File: config.mk
export PLATFORM = sky130hd
export DESIGN_NAME = bsd_frame_rx
export DESIGN_NICKNAME = d
export VERILOG_FILES = /design/src/rtl/bsd_rx_pkg.sv /design/src/rtl/bsd_line_meter.sv /design/src/rtl/bsd_sym_classify.sv /design/src/rtl/bsd_frame_parse.sv /design/src/rtl/bsd_frame_rx.sv
export SDC_FILE = /design/constraint.sdc
export NUM_CORES = 1
export LEC_CHECK = 0
export ABC_AREA = 1
export BUFFER_PORTS_ARGS = -buffer_cell sky130_fd_sc_hd__buf_2
export CORE_UTILIZATION = 50
export DETAILED_ROUTE_END_ITERATION = 8
export PLACE_DENSITY = 0.72
export SYNTH_ARGS = -nofsm -noshare
export SYNTH_HDL_FRONTEND = slang
export SYNTH_SLANG_ARGS = --single-unit
File: constraint.sdc
create_clock -name clk_i -period 3.3 [get_ports clk_i]
set_input_delay 0 -clock clk_i [delete_from_list [all_inputs] [get_ports clk_i]]
set_output_delay 0 -clock clk_i [all_outputs]
set_load 0.05 [all_outputs]
File: src/rtl/bsd_rx_pkg.sv
package bsd_rx_pkg;
  typedef enum logic [1:0] {
    SYM_ONE  = 2'd0,
    SYM_ZERO = 2'd1,
    SYM_SYNC = 2'd2,
    SYM_BAD  = 2'd3
  } sym_e;

  typedef enum logic [1:0] {
    ST_HUNT = 2'd0,
    ST_BITS = 2'd1,
    ST_ACK  = 2'd2
  } rx_state_e;
endpackage

File: src/rtl/bsd_line_meter.sv
module bsd_line_meter #(
  parameter int SYNC_STAGES = 2,
  parameter int CNT_W       = 8
) (
  input  logic             clk_i,
  input  logic             rst_i,
  input  logic             line_i,
  output logic             pulse_end_o,
  output logic [CNT_W-1:0] width_o
);
  localparam logic [CNT_W-1:0] CNT_MAX = '1;

  logic [SYNC_STAGES-1:0] sync_q;
  logic                   prev_q;
  logic [CNT_W-1:0]       cnt_q;
  logic                   line_s;

  assign line_s = sync_q[SYNC_STAGES-1];

  generate
    if (SYNC_STAGES == 1) begin : g_one
      always_ff @(posedge clk_i) begin
        if (rst_i) sync_q <= '1;
        else       sync_q <= line_i;
      end
    end else begin : g_multi
      always_ff @(posedge clk_i) begin
        if (rst_i) sync_q <= '1;
        else       sync_q <= {sync_q[SYNC_STAGES-2:0], line_i};
      end
    end
  endgenerate

  always_ff @(posedge clk_i) begin
    if (rst_i) begin
      prev_q <= 1'b1;
      cnt_q  <= '0;
    end else begin
      prev_q <= line_s;
      if (line_s)              cnt_q <= '0;
      else if (cnt_q != CNT_MAX) cnt_q <= cnt_q + 1'b1;
    end
  end

  assign pulse_end_o = line_s & ~prev_q;
  assign width_o     = cnt_q;
endmodule

File: src/rtl/bsd_sym_classify.sv
module bsd_sym_classify
  import bsd_rx_pkg::*;
#(
  parameter int CNT_W = 8,
  parameter int MIN_W = 2
) (
  input  logic             clk_i,
  input  logic             rst_i,
  input  logic             pulse_end_i,
  input  logic [CNT_W-1:0] width_i,
  input  logic [CNT_W-1:0] thr_short_i,
  input  logic [CNT_W-1:0] thr_long_i,
  output logic             sym_vld_o,
  output sym_e             sym_o
);
  localparam logic [CNT_W-1:0] MIN_CNT = CNT_W'(MIN_W);

  sym_e sym_d;

  always_comb begin
    if (width_i < MIN_CNT)           sym_d = SYM_BAD;
    else if (width_i < thr_short_i)  sym_d = SYM_ONE;
    else if (width_i <= thr_long_i)  sym_d = SYM_ZERO;
    else                             sym_d = SYM_SYNC;
  end

  always_ff @(posedge clk_i) begin
    if (rst_i) begin
      sym_vld_o <= 1'b0;
      sym_o     <= SYM_ONE;
    end else begin
      sym_vld_o <= pulse_end_i;
      if (pulse_end_i) sym_o <= sym_d;
    end
  end
endmodule

File: src/rtl/bsd_frame_parse.sv
module bsd_frame_parse
  import bsd_rx_pkg::*;
#(
  parameter int SA_W = 3,
  parameter int RA_W = 4,
  parameter int D_W  = 8
) (
  input  logic            clk_i,
  input  logic            rst_i,
  input  logic            sym_vld_i,
  input  sym_e            sym_i,
  input  logic [SA_W-1:0] node_addr_i,
  output logic            dir_o,
  output logic [SA_W-1:0] saddr_o,
  output logic [RA_W-1:0] raddr_o,
  output logic [D_W-1:0]  data_o,
  output logic            frame_vld_o,
  output logic            resp_vld_o,
  output logic            resp_ack_o,
  output logic            err_o
);
  localparam int FRAME_BITS = SA_W + RA_W + D_W + 3;
  localparam int BC_W       = $clog2(FRAME_BITS + 1);
  localparam int D_LSB      = 1;
  localparam int P1_POS     = D_W + 1;
  localparam int RA_LSB     = P1_POS + 1;
  localparam int SA_LSB     = RA_LSB + RA_W;
  localparam int DIR_POS    = FRAME_BITS - 1;
  localparam logic [BC_W-1:0] LAST_BIT = BC_W'(FRAME_BITS - 1);

  rx_state_e             state_q;
  logic [BC_W-1:0]       bit_cnt_q;
  logic [FRAME_BITS-2:0] shreg_q;
  logic                  bad_q;

  logic                  bit_val;
  logic                  is_sync;
  logic                  is_bad;
  logic [FRAME_BITS-1:0] full_frame;
  logic                  hdr_fail;
  logic                  dat_fail;
  logic                  addr_hit;
  logic                  fault;

  assign bit_val    = (sym_i == SYM_ONE);
  assign is_sync    = (sym_i == SYM_SYNC);
  assign is_bad     = (sym_i == SYM_BAD);
  assign full_frame = {shreg_q, bit_val};
  assign hdr_fail   = ^full_frame[DIR_POS:P1_POS];
  assign dat_fail   = ^full_frame[P1_POS-1:0];
  assign addr_hit   = (full_frame[SA_LSB +: SA_W] == node_addr_i);
  assign fault      = bad_q | is_bad | hdr_fail | dat_fail;

  always_ff @(posedge clk_i) begin
    if (rst_i) begin
      state_q     <= ST_HUNT;
      bit_cnt_q   <= '0;
      shreg_q     <= '0;
      bad_q       <= 1'b0;
      dir_o       <= 1'b0;
      saddr_o     <= '0;
      raddr_o     <= '0;
      data_o      <= '0;
      frame_vld_o <= 1'b0;
      resp_vld_o  <= 1'b0;
      resp_ack_o  <= 1'b0;
      err_o       <= 1'b0;
    end else begin
      frame_vld_o <= 1'b0;
      resp_vld_o  <= 1'b0;
      resp_ack_o  <= 1'b0;
      err_o       <= 1'b0;
      if (sym_vld_i) begin
        if (is_sync) begin
          state_q   <= ST_BITS;
          bit_cnt_q <= '0;
          bad_q     <= 1'b0;
        end else begin
          case (state_q)
            ST_BITS: begin
              shreg_q <= full_frame[FRAME_BITS-2:0];
              bad_q   <= bad_q | is_bad;
              if (bit_cnt_q == LAST_BIT) begin
                state_q     <= ST_ACK;
                dir_o       <= full_frame[DIR_POS];
                saddr_o     <= full_frame[SA_LSB +: SA_W];
                raddr_o     <= full_frame[RA_LSB +: RA_W];
                data_o      <= full_frame[D_LSB +: D_W];
                resp_vld_o  <= 1'b1;
                resp_ack_o  <= addr_hit & ~fault;
                frame_vld_o <= addr_hit & ~fault;
                err_o       <= fault;
              end else begin
                bit_cnt_q <= bit_cnt_q + 1'b1;
              end
            end
            ST_ACK:  state_q <= ST_HUNT;
            default: state_q <= ST_HUNT;
          endcase
        end
      end
    end
  end
endmodule

File: src/rtl/bsd_frame_rx.sv
module bsd_frame_rx
  import bsd_rx_pkg::*;
#(
  parameter int SYNC_STAGES = 2,
  parameter int CNT_W       = 8,
  parameter int MIN_W       = 2,
  parameter int SA_W        = 3,
  parameter int RA_W        = 4,
  parameter int D_W         = 8
) (
  input  logic             clk_i,
  input  logic             rst_i,
  input  logic             line_i,
  input  logic [CNT_W-1:0] thr_short_i,
  input  logic [CNT_W-1:0] thr_long_i,
  input  logic [SA_W-1:0]  node_addr_i,
  output logic             dir_o,
  output logic [SA_W-1:0]  saddr_o,
  output logic [RA_W-1:0]  raddr_o,
  output logic [D_W-1:0]   data_o,
  output logic             frame_vld_o,
  output logic             resp_vld_o,
  output logic             resp_ack_o,
  output logic             err_o
);
  logic             pulse_end;
  logic [CNT_W-1:0] pulse_width;
  logic             sym_vld;
  sym_e             sym_cls;

  bsd_line_meter #(.SYNC_STAGES(SYNC_STAGES), .CNT_W(CNT_W)) u_meter (
    .clk_i(clk_i), .rst_i(rst_i), .line_i(line_i),
    .pulse_end_o(pulse_end), .width_o(pulse_width)
  );

  bsd_sym_classify #(.CNT_W(CNT_W), .MIN_W(MIN_W)) u_cls (
    .clk_i(clk_i), .rst_i(rst_i), .pulse_end_i(pulse_end),
    .width_i(pulse_width), .thr_short_i(thr_short_i), .thr_long_i(thr_long_i),
    .sym_vld_o(sym_vld), .sym_o(sym_cls)
  );

  bsd_frame_parse #(.SA_W(SA_W), .RA_W(RA_W), .D_W(D_W)) u_parse (
    .clk_i(clk_i), .rst_i(rst_i), .sym_vld_i(sym_vld), .sym_i(sym_cls),
    .node_addr_i(node_addr_i), .dir_o(dir_o), .saddr_o(saddr_o),
    .raddr_o(raddr_o), .data_o(data_o), .frame_vld_o(frame_vld_o),
    .resp_vld_o(resp_vld_o), .resp_ack_o(resp_ack_o), .err_o(err_o)
  );
endmodule

==> summary.txt, run 1 <==
Logic synthesis
  • Syn avg cell area: around 7.5 µm²
  • Largest cells by area after synthesis: dfxtp_1 (40%), nand2_1 (9.7%), ha_1 (7.8%)
  • Yosys warns: 0
  • Synthesized net count: roughly 430
  • Synthesized area: roughly 2900 µm²
  • Count leader, synth: nand2_1
  • Post-synth top area cell: dfxtp_1
  • Most used DFF post-synth: dfxtp_1
  • Register area share after synthesis: 40.35%
  • Synthesized flop and latch total: 58
  • Post-synth EDFFs: 0
  • Synth top area share: around two fifths
  • Most frequent cells after synthesis: nand2_1 (74), dfxtp_1 (58), inv_1 (57)
  • Fraction of registers with async set/reset: 0%
  • Synth Instances: roughly 390
  • Synth cell types: 31

Layout
  • Final Instance Area: 3357 µm²
  • FILL cells: 524
  • Proportion of layout cells with a drive suffix above 1: roughly 17%
  • Area Overhead vs Synth: 16.65%
  • Core Util, Final: between 60% and 70%
  • Ant. Diodes: 0
  • Post-layout nets: 470

Route
  • # DRC: 0
  • Final WL: between 5000 and 6000 µm
  • WL/cell: 11.40 µm
  • DR pass1 iterations: 4
  • Via Count: 2558
  • DR iter-0 viols: 114
  • Post-route ant nets: 0
  • Vias per cell: slightly above 5

Floorplanning
  • Die area: 6063 µm²
  • Die Width: 77.87 µm
  • Chip height: ~78 µm
  • Core Area: 5540 µm²
  • I/O Pins: 42
  • Row cnt: 27
  • Initial core utilization: between 50% and 60%

Place
  • Final HPWL from detailed placement: between 4000 and 5000 µm
  • Dpl ws: roughly 1.5 ns
  • # port buffers: between 40 and 50
  • Final Wtd Congestion: 0.7955
  • Placed cell area: roughly 3100 µm²

Critical path
  • CP Capture Type: register
  • CP Data Required Time: approximately 3.6 ns
  • Worst-path fanout max: 32
  • Critical path arrival: 2.31 ns
  • Startpoint types: register
  • WS Path Type: register to register

Power and ir drop
  • Overall power: roughly 1.4 mW
  • Power Dens Cells: between 400 and 500 nW/µm²
  • P_leak: ~1.6 nW
  • Peak supply drop: 0.2667 mV

Hold path
  • Type of the most critical hold path: primary input to register

Clock tree
  • Clock Root Buffer: clkbuf_8
  • Cts bufs inserted: 9
  • Setup repair bufs after CTS: 0
  • Clock sinks: 58
  • CTS tree: done
  • Clock slew at reported path FFs: roughly 0.070 ns
  • Deepest level of the CTS H-tree: 3
  • Clk Latency, worst-skew pair: 0.33 ns
  • Post-CTS Hold Fix Bufs: 3
  • Clk buf depth: 2
  • CTS resizes: 0

Timing
  • Worst clock skew: roughly 0.009 ns
  • Achievable Freq: 491.4 MHz
  • Final period util: between 60% and 70%
  • Post-route setup TNS: 0 ns
  • Rel. slew slack: 39.42%
  • Unrepaired setup endpoints after global routing: false
  • Hold Vio Cnt, Final: 0
  • Final Max Slew Viols: 0
  • Crit path time final: 2.035 ns
  • Tightest Pin Transition: approximately 0.9 ns
  • PnR worst setup slack: ~1.3 ns
  • Setup Viol. Count Final: 0

Global route
  • GRT Total Usage: a little over a fifth
  • Initial antenna violation count: 0
  • Vias in the first global route: between 2000 and 2500
  • Largest net degree at the start of global routing: 36
  • First-pass GRT wire length: 10230 µm
  • Residual overflow from global routing: 0

Outcome
  • Status: finished clean

Job
  • Max-cap violations: 0
==> metal layers <==
| layer | vias up | wire, µm | track usage [%] |
|---|---|---|---|
| met2 | 43 | 2795 | 36.99 |
| met4 | 0 | 65 | 7.358 |
| met3 | 5 | 186 | 5.529 |
| li1 | 1343 | - | - |
| met1 | 1167 | 2730 | 25.42 |
| met5 | - | 0 | 0 |
==> layout by cell type (no fill, tap or decap) <==
| cell | Yosys | routed |
|---|---|---|
| o21bai_1 | 1 | 1 |
| ha_1 | 18 | 18 |
| nor2_4 | 3 | 3 |
| bufinv_16 | 0 | 1 |
| a221oi_1 | 1 | 1 |
| or2_2 | 2 | 2 |
| mux2i_1 | 1 | 1 |
| o21ai_2 | 9 | 9 |
| nand2_4 | 1 | 1 |
| nor2_8 | 1 | 1 |
| nor4_1 | 1 | 1 |
| buf_2 | 2 | 41 |
| inv_2 | 3 | 3 |
| clkinv_2 | 0 | 1 |
| clkinvlp_4 | 0 | 2 |
| inv_4 | 1 | 1 |
| a31oi_1 | 2 | 2 |
| xor2_1 | 3 | 3 |
| o21ai_0 | 31 | 31 |
| nand2_1 | 74 | 74 |
| dlygate4sd3_1 | 0 | 3 |
| o21a_1 | 2 | 2 |
| nor3_1 | 5 | 5 |
| clkbuf_1 | 6 | 1 |
| nand3_1 | 29 | 29 |
| a21oi_1 | 36 | 36 |
| dfxtp_1 | 58 | 58 |
| nor2_1 | 24 | 24 |
| inv_1 | 57 | 57 |
| nand4_1 | 3 | 3 |
| clkbuf_8 | 0 | 11 |
| a211oi_1 | 3 | 3 |
| o31ai_1 | 1 | 1 |
| xnor2_1 | 5 | 5 |
==> flip-flops by register name, indices dropped and copies added (netlist names), named ones only <==
signal              flops
u_cls.sym_vld_o         1
u_parse.bit_cnt_q       5
u_parse.data_o          8
u_cls.sym_o             2
u_meter.prev_q          1
u_parse.dir_o           1
u_meter.sync_q          2
u_parse.saddr_o         3
u_meter.width_o         8
u_parse.resp_ack_o      1
u_parse.raddr_o         4
u_parse.err_o           1
u_parse.shreg_q        17
u_parse.state_q         2
u_parse.resp_vld_o      1
==> worst paths after layout <==
kind                      startpoint                  to  slack [ns]  cells after the start
hold / removal                 rst_i     u_cls.sym_vld_o        0.05                      2
setup reg to reg  u_parse.state_q[1]  u_parse.resp_ack_o        1.27                     10
setup / recovery  u_parse.state_q[1]  u_parse.resp_ack_o        1.27                     10
hold reg to reg    u_meter.sync_q[0]   u_meter.sync_q[1]        0.41                      1
==> through the flow <==
stage               instances  hold slack (ns)
global route              507          0.04065
floorplan                 385          0.08163
finish                    507          0.04768
detailed placement        488           0.1858
CTS                       507          0.02829
global placement          488           0.1841
==> worst max-delay path: stages (launching register included) <==
cell	delay, ns
dfxtp_1	0.30
inv_1	0.06
nand2_1	0.09
nor2_4	0.15
nand2_4	0.20
nor2_4	0.19
inv_4	0.11
nor2_8	0.12
nand4_1	0.08
dlygate4sd3_1	0.56
nor2_1	0.10
==> final cells by class <==
cell class | count | area, µm² | area share (%)
flip-flops and latches | 58 | 1161 | 34.59
repair buffers | 44 | 235.2 | 7.007
multi-input cells | 256 | 1434 | 42.71
clock inverters | 4 | 50.05 | 1.491
inverters | 61 | 231.5 | 6.895
well taps | 72 | 90.09 | 2.684
clock buffers | 12 | 155.1 | 4.622
==> kinds of logic (layout without fill, tap and decap cells) <==
logic type      Yosys count  count (layout)  share of synthesized area, %
compound gates           86              86                         16.96
xor+xnor                  8               8                         2.435
fa+ha+maj                18              18                         7.826
buf+inv                  71             121                         9.826
flops                    58              58                         40.35
mux                       1               1                        0.3478
simple gates            143             143                         22.26
==> power breakdown <==
part           switching, mW  internal [mW]  total, mW
registers            0.00254          0.703      0.706
logic                 0.0333         0.0243     0.0577
clock network          0.269          0.388      0.658
Note: power is estimated with default switching activity, not from simulation.
==> run 2, diff against run 1 <==
==> constraint.sdc (replaced) <==
create_clock -name clk_i -period 2 [get_ports clk_i]
set_input_delay 0 -clock clk_i [delete_from_list [all_inputs] [get_ports clk_i]]
set_output_delay 0 -clock clk_i [all_outputs]
set_load 0.05 [all_outputs]
==> summary.txt, run 2 (synthesized netlist as in run 1, its figures left out) <==
Layout
  • Commonest non-fill, non-tap cells in the layout: nand2_1 (73), inv_1 (56), dfxtp_1 (55)
  • Ant. Diodes: 0 (unchanged)
  • Most common cell after layout, fill and taps aside: nand2_1
  • Post-layout nets: 482 (+2.6%)
  • FILL cells: 519 (-0.95%)
  • Largest register by flop count: u_parse.shreg_q
  • Max reg flops: 17 (unchanged)
  • Area Overhead vs Synth: 20.57%
  • Proportion of layout cells with a drive suffix above 1: 20.81% (+3.3 points)
  • Cell Count, Final, Fillers Out: 519 (+2.4%)

Critical path
  • CP Data Required Time: 2.28 ns (-1.29 ns)
  • Worst-path fanout max: 7 (-78%)
  • CP peak stage delay: 0.57 ns (about the same)
  • Setup crit start: u_parse.bit_cnt_q[1]
  • Critical Path Slowest Stage Cell: dlygate4sd3_1
  • Critical path arrival: 2.19 ns (-0.12 ns)
  • WS Path Type: register to register
  • R2R Path End: u_parse.resp_ack_o
  • R2r setup slk: 0.09 ns (-1.17 ns)
  • CP Capture Type: register
  • Crit-path cells: inv_2, ha_1, nand4_1, nor2_4, clkinv_4, nor2_8, nand4_1, dlygate4sd3_1, nor2_1
  • FF-to-FF path depth: 9 (-1)
  • FF-to-FF Start: u_parse.bit_cnt_q[1]
  • End of the critical path: u_parse.resp_ack_o
  • Most frequent CP cell: nand4_1
  • Startpoint types: register

Route
  • Via Count: 2654 (+3.8%)
  • Final WL: 6161 µm (+6.6%)
  • # DRC: 0 (unchanged)
  • WL/cell: 11.87 µm (+4.2%)
  • DR pass1 iterations: 4 (unchanged)
  • Post-route ant nets: 0 (unchanged)
  • Vias per cell: 5.114 (+1.4%)
  • DR iter-0 viols: 105 (-7.9%)

Clock tree
  • Clock sinks: 58 (unchanged)
  • CTS tree: done
  • Cts bufs inserted: 9 (unchanged)
  • Clk Latency, worst-skew pair: 0.34 ns (about the same)
  • Deepest level of the CTS H-tree: 3 (unchanged)
  • Clock slew at reported path FFs: 0.07 ns (about the same)
  • Clock Root Buffer: clkbuf_8
  • Clk buf depth: 2 (unchanged)

Power and ir drop
  • Flop pwr share: 47.5% (-2.2 points)
  • Net load switching power: 0.5161 mW (+69%)
  • Peak supply drop: 0.6200 mV (+130%)
  • Net Sw Frac: 21.08% (-0.39 points)
  • Int Power: 1.932 mW (+73%)
  • P_leak: 1.640 nW (+4.3%)
  • Clock share of power: 48.5% (+2.2 points)
  • Logic pwr share: 3.9% (-0.2 points)
  • Power Dens Cells: 705.6 nW/µm² (+67%)

Global route
  • First-pass GRT wire length: 10320 µm (+0.88%)
  • Vias in the first global route: 2464 (+2.7%)
  • Largest net degree at the start of global routing: 32 (-11%)
  • Residual overflow from global routing: 0 (unchanged)
  • Initial antenna violation count: 0 (unchanged)
  • GRT Total Usage: 21.92% (+0.55 points)

Place
  • Final Wtd Congestion: 0.8270 (+4.0%)
  • Final HPWL from detailed placement: 4449 µm (+3.8%)
  • Placed instance count: 490 (+0.41%)
  • # port buffers: 41 (unchanged)

Floorplanning
  • Core Area: 5540 µm² (unchanged)
  • Chip height: 77.87 µm (unchanged)
  • Die area: 6063 µm² (unchanged)
  • Initial core utilization: 51.94% (unchanged)
  • I/O Pins: 42 (unchanged)
  • Row cnt: 27 (unchanged)
  • Die Width: 77.87 µm (unchanged)

Timing
  • Final Max Slew Viols: 0 (unchanged)
  • Setup Viol. Count Final: 0 (unchanged)
  • Achievable Freq: 523.7 MHz (+6.6%)
  • Tightest Pin Transition: 0.3313 ns (-0.5764 ns)
  • Rel. slew slack: 77.91% (+38 points)
  • Worst clock skew: 0.009521 ns (+0.0007470 ns)
  • Final period util: 95.48% (+34 points)
  • Min Hold Slack: 0.03459 ns (-0.01309 ns)
  • Hold Vio Cnt, Final: 0 (unchanged)
  • Crit path time final: 1.910 ns (-0.1254 ns)

Job
  • Max-cap violations: 0 (unchanged)

Outcome
  • Status: finished clean

Hold path
  • Type of the most critical hold path: primary input to register
-- run 2: worst max-delay path: cells and delay by family (launching register included) --
kind	cells	cell delay, ns
DFF	1	0.33
and+or+nand+nor	5	0.66
adders and majority gates	1	0.13
buffers and inverters	3	0.73
-- run 2: area by class of cell --
| class | instances | area, µm² | area share [%] |
|---|---|---|---|
| clock inverter | 5 | 77.57 | 2.236 |
| timing repair buffer | 56 | 325.3 | 9.376 |
| clock buffer | 11 | 141.4 | 4.075 |
| multi-input combinational | 256 | 1436 | 41.40 |
| sequential | 58 | 1165 | 33.57 |
| inverter | 61 | 234.0 | 6.744 |
| tap | 72 | 90.09 | 2.596 |
-- run 2: how the worst min path moves through the flow --
stage / start / end / slack, ns / cells past startpoint
3_3_place_gp: line_i / u_meter.sync_q[0] / 0.18 / 2
2_1_floorplan: rst_i / u_parse.resp_vld_o / 0.08 / 1
6_report: rst_i / u_parse.state_q[0] / 0.03 / 2
5_1_grt: rst_i / u_parse.state_q[0] / 0.03 / 2
4_1_cts: rst_i / u_parse.state_q[0] / 0.02 / 2
3_5_place_dp: line_i / u_meter.sync_q[0] / 0.18 / 2
-- run 2: stage by stage --
| stage | power (mW) | TNS (ns) | worst slack [ns] | instance area, µm² | util, % |
|---|---|---|---|---|---|
| 4_1_cts | 2.469 | 0 | 0.01868 | 3386 | 61.11 |
| 3_3_place_gp | 1.279 | 0 | 0.4510 | 3137 | 56.62 |
| 6_report | 2.448 | 0 | 0.09044 | 3470 | 62.62 |
| 5_1_grt | 2.539 | -0.03109 | -0.03109 | 3470 | 62.62 |
| 2_1_floorplan | 1.246 | 0 | 0.5562 | 2878 | - |
| 3_5_place_dp | 1.283 | 0 | 0.3604 | 3137 | 56.62 |
-- run 2: power by group through the flow --
stage          clock [mW]  combinational, mW  sequential [mW]
2_1_floorplan           0             0.0573             1.19
3_3_place_gp            0             0.0900             1.19
3_5_place_dp            0             0.0930             1.19
4_1_cts              1.21             0.0964             1.16
5_1_grt              1.26              0.111             1.16
6_report             1.19             0.0965             1.16
-- run 2: layer usage --
| metal | GRT usage, % | vias up | part of all wire [%] |
|---|---|---|---|
| li1 | - | 1366 | - |
| met1 | 24.56 | 1222 | 44 |
| met2 | 37.35 | 56 | 51 |
| met3 | 6.941 | 10 | 4.3 |
| met4 | 10.75 | 0 | 1.5 |
| met5 | 0 | - | 0 |
-- run 2: repair_timing --
action	4_1_cts	5_1_grt
hold buffers	3	0
endpoints found under the setup margin	0	1
gates resized for setup	0	7
buffers inserted	0	10
endpoints found under the hold margin	2	0
